## src/rtl/dacc_pkg.sv

```systemverilog
package dacc_pkg;
  typedef enum logic [1:0] {
    DACC_ADD  = 2'd0,
    DACC_SUB  = 2'd1,
    DACC_LOAD = 2'd2,
    DACC_NOP  = 2'd3
  } dacc_op_e;
endpackage

```

## src/rtl/dacc_addsub.sv

```systemverilog
module dacc_addsub #(
  parameter int ACC_W   = 40,
  parameter int GUARD_W = 8
) (
  input  logic [ACC_W-1:0] acc_in,
  input  logic [ACC_W-1:0] opnd,
  input  dacc_pkg::dacc_op_e op,
  output logic [ACC_W-1:0] raw,
  output logic             true_sign,
  output logic             cat_ovf,
  output logic             guard_ovf
);
  localparam int MAIN_W = ACC_W - GUARD_W;
  localparam int TOP_W  = GUARD_W + 1;

  logic [ACC_W-1:0] side_a;
  logic [ACC_W-1:0] side_b;
  logic             borrow_n;
  logic             cin;
  logic [ACC_W:0]   sum;
  logic [TOP_W-1:0] top_bits;

  always_comb begin
    // zero-forced input turns the add into a load
    side_a   = (op == dacc_pkg::DACC_LOAD) ? '0 : acc_in;
    // subtract: complemented data, borrow inactive (active-low, so 1)
    side_b   = (op == dacc_pkg::DACC_SUB) ? ~opnd : opnd;
    borrow_n = 1'b1;
    cin      = (op == dacc_pkg::DACC_SUB) ? borrow_n : 1'b0;
    sum      = {side_a[ACC_W-1], side_a} + {side_b[ACC_W-1], side_b}
             + {{ACC_W{1'b0}}, cin};
    raw       = sum[ACC_W-1:0];
    true_sign = sum[ACC_W];
    cat_ovf   = sum[ACC_W] ^ sum[ACC_W-1];
    top_bits  = raw[ACC_W-1:MAIN_W-1];
    guard_ovf = !((&top_bits) || (~|top_bits));
  end
endmodule

```

## src/rtl/dacc_saturate.sv

```systemverilog
module dacc_saturate #(
  parameter int ACC_W   = 40,
  parameter int GUARD_W = 8
) (
  input  logic [ACC_W-1:0] raw,
  input  logic             true_sign,
  input  logic             cat_ovf,
  input  logic             guard_ovf,
  input  logic             sat_en,
  input  logic             at_top,
  output logic [ACC_W-1:0] res,
  output logic             sat_hit
);
  localparam int MAIN_W = ACC_W - GUARD_W;
  localparam logic [ACC_W-1:0] MAX_MAIN = {{(GUARD_W+1){1'b0}}, {(MAIN_W-1){1'b1}}};
  localparam logic [ACC_W-1:0] MIN_MAIN = {{(GUARD_W+1){1'b1}}, {(MAIN_W-1){1'b0}}};
  localparam logic [ACC_W-1:0] MAX_FULL = {1'b0, {(ACC_W-1){1'b1}}};
  localparam logic [ACC_W-1:0] MIN_FULL = {1'b1, {(ACC_W-1){1'b0}}};

  logic [ACC_W-1:0] clamp;

  always_comb begin
    if (at_top) begin
      sat_hit = sat_en && cat_ovf;
      clamp   = true_sign ? MIN_FULL : MAX_FULL;
    end else begin
      sat_hit = sat_en && (cat_ovf || guard_ovf);
      clamp   = true_sign ? MIN_MAIN : MAX_MAIN;
    end
    res = sat_hit ? clamp : raw;
  end
endmodule

```

## src/rtl/dacc_bank.sv

```systemverilog
module dacc_bank #(
  parameter int ACC_W   = 40,
  parameter int GUARD_W = 8,
  parameter int N_ACC   = 2
) (
  input  logic                        clk,
  input  logic                        rst,
  input  logic [N_ACC-1:0]            we,
  input  logic [ACC_W-1:0]            res,
  input  logic                        ovf_in,
  input  logic                        cat_in,
  input  logic                        sat_hit,
  input  logic                        clr_sat,
  input  logic [N_ACC-1:0]            sat_en,
  input  logic                        at_top,
  output logic [N_ACC-1:0][ACC_W-1:0] acc_q,
  output logic [N_ACC-1:0]            ovf_q,
  output logic [N_ACC-1:0]            cat_q,
  output logic [N_ACC-1:0]            sat_q
);
  localparam int MAIN_W = ACC_W - GUARD_W;

  for (genvar i = 0; i < N_ACC; i++) begin : g_acc
    always_ff @(posedge clk) begin
      if (rst) begin
        acc_q[i] <= '0;
        ovf_q[i] <= 1'b0;
        cat_q[i] <= 1'b0;
        sat_q[i] <= 1'b0;
      end else begin
        if (we[i]) begin
          acc_q[i] <= res;
          ovf_q[i] <= ovf_in;
          cat_q[i] <= cat_in;
        end
        if (we[i] && sat_hit) sat_q[i] <= 1'b1;
        else if (clr_sat)     sat_q[i] <= 1'b0;
      end
    end

    // an accumulator that is not written keeps its value
    assert_hold_unselected_R1: assert property (@(posedge clk) disable iff (rst)
      !we[i] |=> $stable(acc_q[i]));

    // overflow flag only moves on a write
    assert_ovf_on_write_R2: assert property (@(posedge clk) disable iff (rst)
      !$stable(ovf_q[i]) |-> $past(we[i]));

    // saturating at bit 31 leaves guard bits equal to bit 31
    assert_main_clamp_R4: assert property (@(posedge clk) disable iff (rst)
      (we[i] && sat_en[i] && !at_top) |=>
        ((&acc_q[i][ACC_W-1:MAIN_W-1]) || (~|acc_q[i][ACC_W-1:MAIN_W-1])));

    // sticky flag drops only through clear
    assert_sat_sticky_R7: assert property (@(posedge clk) disable iff (rst)
      $fell(sat_q[i]) |-> $past(clr_sat));
  end
endmodule

```

## src/rtl/dual_acc_sat.sv

```systemverilog
module dual_acc_sat #(
  parameter int ACC_W   = 40,
  parameter int GUARD_W = 8
) (
  input  logic             clk,
  input  logic             rst,
  input  logic             op_valid,
  input  logic [1:0]       op_code,
  input  logic             acc_sel,
  input  logic [ACC_W-1:0] operand,
  input  logic             sat_en_a,
  input  logic             sat_en_b,
  input  logic             sat_at_39,
  input  logic             trap_en_a,
  input  logic             trap_en_b,
  input  logic             clr_sat,
  output logic [ACC_W-1:0] acc_a,
  output logic [ACC_W-1:0] acc_b,
  output logic             ovf_a,
  output logic             ovf_b,
  output logic             ovf_any,
  output logic             cat_a,
  output logic             cat_b,
  output logic             sat_a,
  output logic             sat_b,
  output logic             sat_any,
  output logic             trap_req
);
  localparam int N_ACC = 2;

  dacc_pkg::dacc_op_e     op;
  logic [N_ACC-1:0]       we;
  logic [N_ACC-1:0]       sat_en;
  logic [N_ACC-1:0][ACC_W-1:0] acc_q;
  logic [N_ACC-1:0]       ovf_q, cat_q, sat_q;
  logic [ACC_W-1:0]       src, raw, res;
  logic                   true_sign, cat_ovf, guard_ovf, sat_hit, do_op;

  always_comb begin
    op     = dacc_pkg::dacc_op_e'(op_code);
    do_op  = op_valid && (op != dacc_pkg::DACC_NOP);
    we     = {do_op && acc_sel, do_op && !acc_sel};
    sat_en = {sat_en_b, sat_en_a};
    src    = acc_q[acc_sel];
  end

  dacc_addsub #(.ACC_W(ACC_W), .GUARD_W(GUARD_W)) u_addsub (
    .acc_in(src), .opnd(operand), .op(op), .raw(raw),
    .true_sign(true_sign), .cat_ovf(cat_ovf), .guard_ovf(guard_ovf)
  );

  dacc_saturate #(.ACC_W(ACC_W), .GUARD_W(GUARD_W)) u_sat (
    .raw(raw), .true_sign(true_sign), .cat_ovf(cat_ovf), .guard_ovf(guard_ovf),
    .sat_en(sat_en[acc_sel]), .at_top(sat_at_39), .res(res), .sat_hit(sat_hit)
  );

  dacc_bank #(.ACC_W(ACC_W), .GUARD_W(GUARD_W), .N_ACC(N_ACC)) u_bank (
    .clk(clk), .rst(rst), .we(we), .res(res), .ovf_in(guard_ovf),
    .cat_in(cat_ovf), .sat_hit(sat_hit), .clr_sat(clr_sat), .sat_en(sat_en),
    .at_top(sat_at_39), .acc_q(acc_q), .ovf_q(ovf_q), .cat_q(cat_q), .sat_q(sat_q)
  );

  always_comb begin
    acc_a    = acc_q[0];
    acc_b    = acc_q[1];
    ovf_a    = ovf_q[0];
    ovf_b    = ovf_q[1];
    cat_a    = cat_q[0];
    cat_b    = cat_q[1];
    sat_a    = sat_q[0];
    sat_b    = sat_q[1];
    ovf_any  = |ovf_q;
    sat_any  = |sat_q;
    trap_req = (ovf_q[0] && trap_en_a) || (ovf_q[1] && trap_en_b);
  end

  // a trap needs an overflow flag behind it
  assert_trap_source_R9: assert property (@(posedge clk) disable iff (rst)
    trap_req |-> (ovf_a || ovf_b));

  // reset leaves both accumulators at zero
  assert_reset_clear_R10: assert property (@(posedge clk)
    rst |=> (acc_a == '0 && acc_b == '0 && !sat_any));
endmodule

```

## config.mk

```make
export PLATFORM = sky130hd
export DESIGN_NAME = dual_acc_sat
export DESIGN_NICKNAME = d
export VERILOG_FILES = /design/src/rtl/dacc_pkg.sv /design/src/rtl/dacc_addsub.sv /design/src/rtl/dacc_saturate.sv /design/src/rtl/dacc_bank.sv /design/src/rtl/dual_acc_sat.sv
export SDC_FILE = /design/constraint.sdc
export NUM_CORES = 1
export LEC_CHECK = 0
export ABC_AREA = 1
export BUFFER_PORTS_ARGS = -buffer_cell sky130_fd_sc_hd__buf_2
export CORE_MARGIN = 2
export CORE_UTILIZATION = 60
export DETAILED_ROUTE_END_ITERATION = 10
export PLACE_DENSITY = 0.94
export SYNTH_ARGS = -nofsm -noshare
export SYNTH_HDL_FRONTEND = slang
export SYNTH_SLANG_ARGS = --single-unit
```

## constraint.sdc

```tcl
create_clock -name clk -period 7.7 [get_ports clk]
set_input_delay 1.155 -clock clk [delete_from_list [all_inputs] [get_ports clk]]
set_output_delay 1.155 -clock clk [all_outputs]
set_load 0.05 [all_outputs]
```

==> results of run 1 <==
[kinds of logic (layout without fill, tap and decap cells)]
logic type                 after synthesis  count (layout)  synth area share
DFF                                     86              86            0.2160
xor gates and xnor gates                72              72           0.08242
adders and majority gates               40              40           0.06374
AOI/OAI and AO/OA                      244             244            0.1728
and+or+nand+nor                        572             572            0.3239
buffers and inverters                  275             385            0.1411
[power groups by stage]
stage | logic, mW | clock network, mW | registers [mW]
after floorplan | 0.637 | 0 | 0.639
after global placement | 0.916 | 0 | 0.513
after detailed placement | 0.931 | 0 | 0.515
after CTS | 0.941 | 0.410 | 0.505
after global routing | 1.04 | 0.424 | 0.509
final | 0.950 | 0.404 | 0.506
[per-stage QoR]
stage          setup WS, ns    util  area, um^2  power (mW)  hold WS (ns)
3_5_place_dp          2.031  0.6622        8665       1.445        0.4749
6_report              2.243  0.6827        8934       1.860        0.4959
2_1_floorplan         3.150       -        7970       1.276        0.7705
3_3_place_gp          2.230  0.6622        8665       1.430        0.4881
4_1_cts               2.321  0.6827        8934       1.856        0.4955
5_1_grt               1.846  0.6827        8934       1.977        0.5525
[area by class of cell]
type                    count  share of cell area
clock buffers              12             0.02759
clock inverters             4            0.002521
inverters                 222             0.09328
multi-input cells         928              0.5749
flip-flops and latches     86              0.1927
well taps                 176             0.02465
repair buffers            147             0.08431
[sequential cells by signal (all words and copies together) (netlist names)]
name          cells
u_bank.acc_q     80
u_bank.cat_q      2
u_bank.ovf_q      2
u_bank.sat_q      2
[worst max-delay path, delay by kind of cell]
family	cells	cell delay [ns]
fa+ha+maj	1	0.45
buf+inv	5	1.29
simple gates	21	2.87
[how the worst max path moves through the flow]
stage                     cells past startpoint  slack (ns)                to
after CTS                                    27        2.32  u_bank.acc_q[32]
after detailed placement                     27        2.03  u_bank.acc_q[72]
after global routing                         27        1.85  u_bank.acc_q[72]
after global placement                       29        2.23  u_bank.acc_q[72]
after floorplan                              22        3.15  u_bank.acc_q[76]
final                                        27        2.24  u_bank.acc_q[32]
[cell usage in the layout, fill, tap and decap left out, types with 2 or more instances in the layout]
cell type and count:
a21oi_1 122, a21oi_2 2, a31oi_1 9, buf_2 140, buf_4 7, clkbuf_1 2
clkbuf_16 9, clkinv_1 4, clkinv_2 3, dfxtp_1 86, ha_1 39, inv_1 209
inv_2 9, nand2_1 303, nand2_2 38, nand2_4 5, nand3_1 119, nand3_2 7
nand3_4 3, nand4_1 6, nor2_1 70, nor2_2 7, nor2_4 2, nor3_1 7
nor3_2 3, o211ai_1 2, o21a_1 42, o21ai_0 54, o21ai_1 4, o21bai_1 7
xnor2_1 54, xor2_1 16
[synthesized netlist by cell type (9+ instances only)]
cell type | instances | area [um^2]
nand2_1 | 304 | 1141
inv_1 | 209 | 784.5
a21oi_1 | 122 | 610.6
nand3_1 | 119 | 595.6
dfxtp_1 | 86 | 1722
nor2_1 | 72 | 270.3
o21ai_0 | 54 | 270.3
xnor2_1 | 54 | 473.0
o21a_1 | 42 | 315.3
ha_1 | 39 | 488.0
nand2_2 | 37 | 231.5
clkbuf_1 | 36 | 135.1
xor2_1 | 16 | 140.1
a31oi_1 | 9 | 56.30
inv_2 | 9 | 33.78
[layer usage]
metal | GRT usage | routed length (um) | vias up
li1 | - | - | 4297
met1 | 0.3872 | 9468 | 3844
met2 | 0.5546 | 10970 | 370
met3 | 0.04741 | 1522 | 46
met4 | 0.09747 | 398 | 0
met5 | 0 | 0 | -
==> impl_metrics.py, run 1 <==
metrics = {
    "synth": {
        "synth_nets": 1381,
        "synthCells": 1289,
        "async_flop_share": 0,
        "syn_area_per_cell_um2": 6.183,
        "synth_cell_type_count": 40,
        "yosysSeqAreaShare": 0.2160,
        "ys_warn_count": 0,
        "yosys_most_used_dff": "dfxtp_1",
        "synth_edf_count": 0,
        "syn-cell-area_um2": 7970,
        "ys_ff_latch": 86,
    },
    "clocking": {
        "cts_setup_buffers": 0,
        "cts_tree": "built",
        "clock_path_buffers": 2,
        "numCtsBuffers": 9,
        "cts_htree_levels": 3,
        "postCtsHoldBufs": 0,
        "clkTransAtPathRegs_ns": 0.06,
        "clkLatencyLatePin_ns": 0.35,
        "clock_sinks": 86,
        "cts-root-buf": "clkbuf_16",
        "postCtsResizedCells": 0,
    },
    "floorplan": {
        "die_y_um": 119.3,
        "die_w_um": 119.3,
        "rows": 42,
        "start_util": 0.6091,
        "ios": 141,
        "dieArea_um2": 14220,
        "fp.coreArea_um2": 13090,
    },
    "sta": {
        "max_freq_ghz": 0.1833,
        "worstMarginPinSlew_ns": 0.9218,
        "hold_viol": 0,
        "maxSlewViolCount": 0,
        "fin_skew_ns": 0.005496,
        "fin_crit_sh": 0.7087,
        "setup_viol": 0,
        "min_period_ns": 5.457,
        "slew_headroom": 0.3855,
        "rsz0062_at_grt": "no",
        "fin_setup_tns_ns": 0,
    },
    "final_layout": {
        "syn_to_final_growth_pct": 12.09,
        "fillers": 1178,
        "seqCellArea_um2": 1722,
        "nNetsFinal": 1486,
        "antennaDiodeCount": 0,
        "multi_input_area_um2": 5136,
        "drive_gt1_frac": 0.1716,
        "fin_cells": 1575,
    },
    "global_routing": {
        "grt_max_degree": 83,
        "antenna_found_initial": 0,
        "overflow": 0,
        "grt_pass1_wl_mm": 36.72,
        "grt_pass1_vias": 8099,
        "grt_usage": 0.3124,
    },
    "status": {
        "outcome": "completed",
    },
    "hold_path": {
        "hold_depth": 2,
        "hold_path_end": "u_bank.cat_q[0]",
        "hold_class": "reg2reg",
        "min_from": "u_bank.cat_q[0]",
    },
    "flow_run": {
        "drv_cap": 0,
    },
    "critical_path": {
        "rrSetupSlack_ns": 3.69,
        "r2r_start": "u_bank.acc_q[1]",
        "cp_max_fo": 44,
        "arrival_ns": 5.76,
        "startpoint": "acc_sel",
        "crit_top_cell": "nand2_1",
        "cp-end-kind": "register",
        "setup.worst_path.start_class": "input port",
        "crit_type": "in2reg",
        "r2r_cells": 25,
        "worst_path_largest_cell_delay_ns": 0.54,
        "r2r_end": "u_bank.acc_q[32]",
        "crit_required_ns": 8.00,
        "critPathSlowestCell": "buf_2",
    },
    "place": {
        "place.gp.congestion": 0.9776,
        "hpwlAfterDp_mm": 16.66,
        "io_buffers": 140,
        "dp.cells": 1559,
    },
    "drt": {
        "wl_per_cell_um": 14.19,
        "vias": 8557,
        "antenna_left": 0,
        "drt-initial-drc-count": 668,
        "dr.pass1.iters": 6,
        "viasPerCell": 5.433,
        "wirelength_mm": 22.36,
        "drc": 0,
    },
    "power": {
        "clockPowerShare": 0.217,
        "combPwrFrac": 0.510,
        "p_leak_nw": 4.935,
        "power_density_nw_per_um2": 208.2,
        "switchingPower_mw": 0.8618,
        "p_int_mw": 0.9986,
        "pwr-share-seq": 0.272,
        "swShare": 0.4632,
        "vdd_ir_drop_max_mv": 0.1132,
    },
}
Note: power is estimated with default switching activity, not from simulation.
==> run 2, diff against run 1 <==
--- a/config.mk
+++ b/config.mk
@@ -8,9 +8,9 @@
 export ABC_AREA = 1
 export BUFFER_PORTS_ARGS = -buffer_cell sky130_fd_sc_hd__buf_2
 export CORE_MARGIN = 2
-export CORE_UTILIZATION = 60
+export CORE_UTILIZATION = 52
 export DETAILED_ROUTE_END_ITERATION = 10
-export PLACE_DENSITY = 0.94
+export PLACE_DENSITY = 0.87
 export SYNTH_ARGS = -nofsm -noshare
 export SYNTH_HDL_FRONTEND = slang
 export SYNTH_SLANG_ARGS = --single-unit
==> constraint.sdc (replaced) <==
create_clock -name clk -period 4.8 [get_ports clk]
set_input_delay 0.72 -clock clk [delete_from_list [all_inputs] [get_ports clk]]
set_output_delay 0.72 -clock clk [all_outputs]
set_load 0.05 [all_outputs]
==> run 2 against run 1 <==
  * Sequential share of layout area is 0.38 points lower
  * Flip-flop and latch count did not move
  * First-iteration DRC count is 16% higher
  * Critical endpoint is now u_bank.acc_q[31]
==> impl_metrics.py, run 2 (same netlist as run 1, synthesis figures left out) <==
metrics = {
    "final_layout": {
        "drive_gt1_frac": 0.1768,
        "final_common_cell": "nand2_1",
        "largest_reg_flops": 80,
        "fillers": 1449,
        "syn_to_final_growth_pct": 14.35,
        "top_register": "u_bank.acc_q",
        "antennaDiodeCount": 0,
        "nNetsFinal": 1495,
        "mostFrequentLayoutCells": "nand2_1 (303), inv_1 (209), buf_2 (140), a21oi_1 (122), nand3_1 (119)",
    },
    "clocking": {
        "clkTransAtPathRegs_ns": 0.06,
        "numCtsBuffers": 9,
        "postCtsResizedCells": 0,
        "cts_tree": "built",
        "clock_sinks": 86,
        "cts-root-buf": "clkbuf_16",
        "clock_path_buffers": 2,
        "cts_htree_levels": 3,
        "clkLatencyLatePin_ns": 0.36,
        "cts_setup_buffers": 0,
        "postCtsHoldBufs": 0,
    },
    "critical_path": {
        "worst-path-stages": 27,
        "cp_top_family": "simple AND/OR/NAND/NOR gates",
        "r2r_cells": 24,
        "arrival_ns": 4.39,
        "worst_path_largest_cell_delay_ns": 0.29,
        "r2r_end": "u_bank.acc_q[31]",
        "crit_type": "in2reg",
        "setup.worst_path.start_class": "input port",
        "cp-end-kind": "register",
        "crit_required_ns": 5.10,
        "rrSetupSlack_ns": 1.14,
        "r2r_start": "u_bank.acc_q[1]",
        "crit_top_cell": "nand2_1",
        "cp_max_fo": 22,
        "path_buf_inv": 6,
        "critPathSlowestCell": "ha_1",
    },
    "sta": {
        "fin_crit_sh": 0.8530,
        "maxSlewViolCount": 0,
        "fin_setup_tns_ns": 0,
        "min_period_ns": 4.094,
        "whs_ns": 0.5309,
        "hold_viol": 0,
        "max_freq_ghz": 0.2442,
        "setup_viol": 0,
        "worstMarginPinSlew_ns": 1.003,
        "slew_headroom": 0.3311,
        "fin_skew_ns": 0.009422,
        "rsz0062_at_grt": "no",
    },
    "floorplan": {
        "start_util": 0.5282,
        "die_w_um": 127.8,
        "fp.coreArea_um2": 15090,
        "rows": 45,
        "dieArea_um2": 16330,
        "die_y_um": 127.8,
        "ios": 141,
    },
    "drt": {
        "dr.pass1.iters": 5,
        "drt-initial-drc-count": 776,
        "antenna_left": 0,
        "wirelength_mm": 22.89,
        "drc": 0,
        "wl_per_cell_um": 14.34,
        "viasPerCell": 5.331,
        "vias": 8509,
    },
    "global_routing": {
        "grt_max_degree": 49,
        "overflow": 0,
        "antenna_found_initial": 0,
        "grt_usage": 0.2795,
        "grt_pass1_wl_mm": 37.40,
        "grt_pass1_vias": 7997,
    },
    "place": {
        "io_buffers": 140,
        "place.gp.congestion": 0.9593,
        "hpwlAfterDp_mm": 17.68,
    },
    "hold_path": {
        "hold_class": "reg2reg",
        "hold_depth": 2,
        "hold_path_end": "u_bank.cat_q[0]",
        "min_from": "u_bank.cat_q[0]",
    },
    "power": {
        "power_density_nw_per_um2": 343.6,
        "switchingPower_mw": 1.398,
        "combPwrFrac": 0.498,
        "vdd_ir_drop_max_mv": 0.1942,
        "p_leak_nw": 5.023,
        "p_int_mw": 1.733,
        "clockPowerShare": 0.243,
        "swShare": 0.4465,
        "pwr-share-seq": 0.259,
    },
    "flow_run": {
        "drv_cap": 0,
    },
    "status": {
        "outcome": "completed",
    },
}
==> run 2: cell count changes in the layout (fill, tap and decap cells not counted), sizes merged <==
cell,previous run,this run
clkinvlp,1,0
clkinv,7,6
buf,147,156
bufinv,0,2
==> run 2: layout make-up <==
type	count	area [um^2]	area share
Multi-Input combinational cell	928	5136	0.5636
Sequential cell	86	1722	0.1889
Timing Repair Buffer	156	870.8	0.09555
Inverter	222	833.3	0.09143
Clock buffer	12	246.5	0.02705
Tap cell	188	235.2	0.02581
Clock inverter	4	70.07	0.007688
==> run 2: worst max-delay path by stage <==
| stage | from | endpoint | slack [ns] |
|---|---|---|---|
| 4_1_cts | op_code[0] | u_bank.acc_q[31] | 0.76 |
| 3_3_place_gp | op_code[0] | u_bank.acc_q[38] | 0.54 |
| 6_report | op_code[0] | u_bank.acc_q[31] | 0.71 |
| 2_1_floorplan | op_code[1] | u_bank.acc_q[76] | 0.69 |
| 5_1_grt | op_code[0] | u_bank.acc_q[32] | 0.33 |
| 3_5_place_dp | op_code[0] | u_bank.acc_q[31] | 0.45 |
==> run 2: layer usage <==
metal	vias up	global-route usage	share of wire
met1	3845	0.3545	0.44
li1	4298	-	-
met3	45	0.03506	0.062
met4	0	0.1060	0.022
met2	321	0.4851	0.47
met5	-	0	0
==> run 2: worst register-to-register path, stage by stage (launching register included) <==
cell	delay, ns
dfxtp_1	0.38
nor2_1	0.07
nor3_1	0.26
inv_1	0.13
fa_1	0.48
inv_1	0.13
nand3_1	0.09
nand3_2	0.12
nand2_1	0.08
nand3_2	0.09
nand2_2	0.08
nand2_4	0.09
nand2_4	0.07
nand2_4	0.07
nand2_2	0.06
nand3_4	0.08
xor2_4	0.26
xnor2_2	0.20
nand2_4	0.13
nand2_4	0.09
buf_4	0.28
nand2_1	0.13
nand3_1	0.09
nand2_1	0.07
inv_1	0.06
==> run 2: per-stage QoR <==
step	instance area [um^2]	instances	setup WS [ns]	utilization	power [mW]
global route	9114	1596	0.3295	0.6040	3.325
global placement	8797	1580	0.5369	0.5830	2.339
finish	9114	1596	0.7058	0.6040	3.132
floorplan	7970	1289	0.6855	-	2.047
CTS	9114	1596	0.7609	0.6040	3.124
detailed placement	8797	1580	0.4456	0.5830	2.357
==> run 2: power by group through the flow <==
stage	clock network (mW)	registers, mW	logic (mW)
floorplan	0	1.02	1.02
global placement	0	0.823	1.52
detailed placement	0	0.825	1.53
CTS	0.766	0.810	1.55
global route	0.800	0.817	1.71
finish	0.760	0.811	1.56
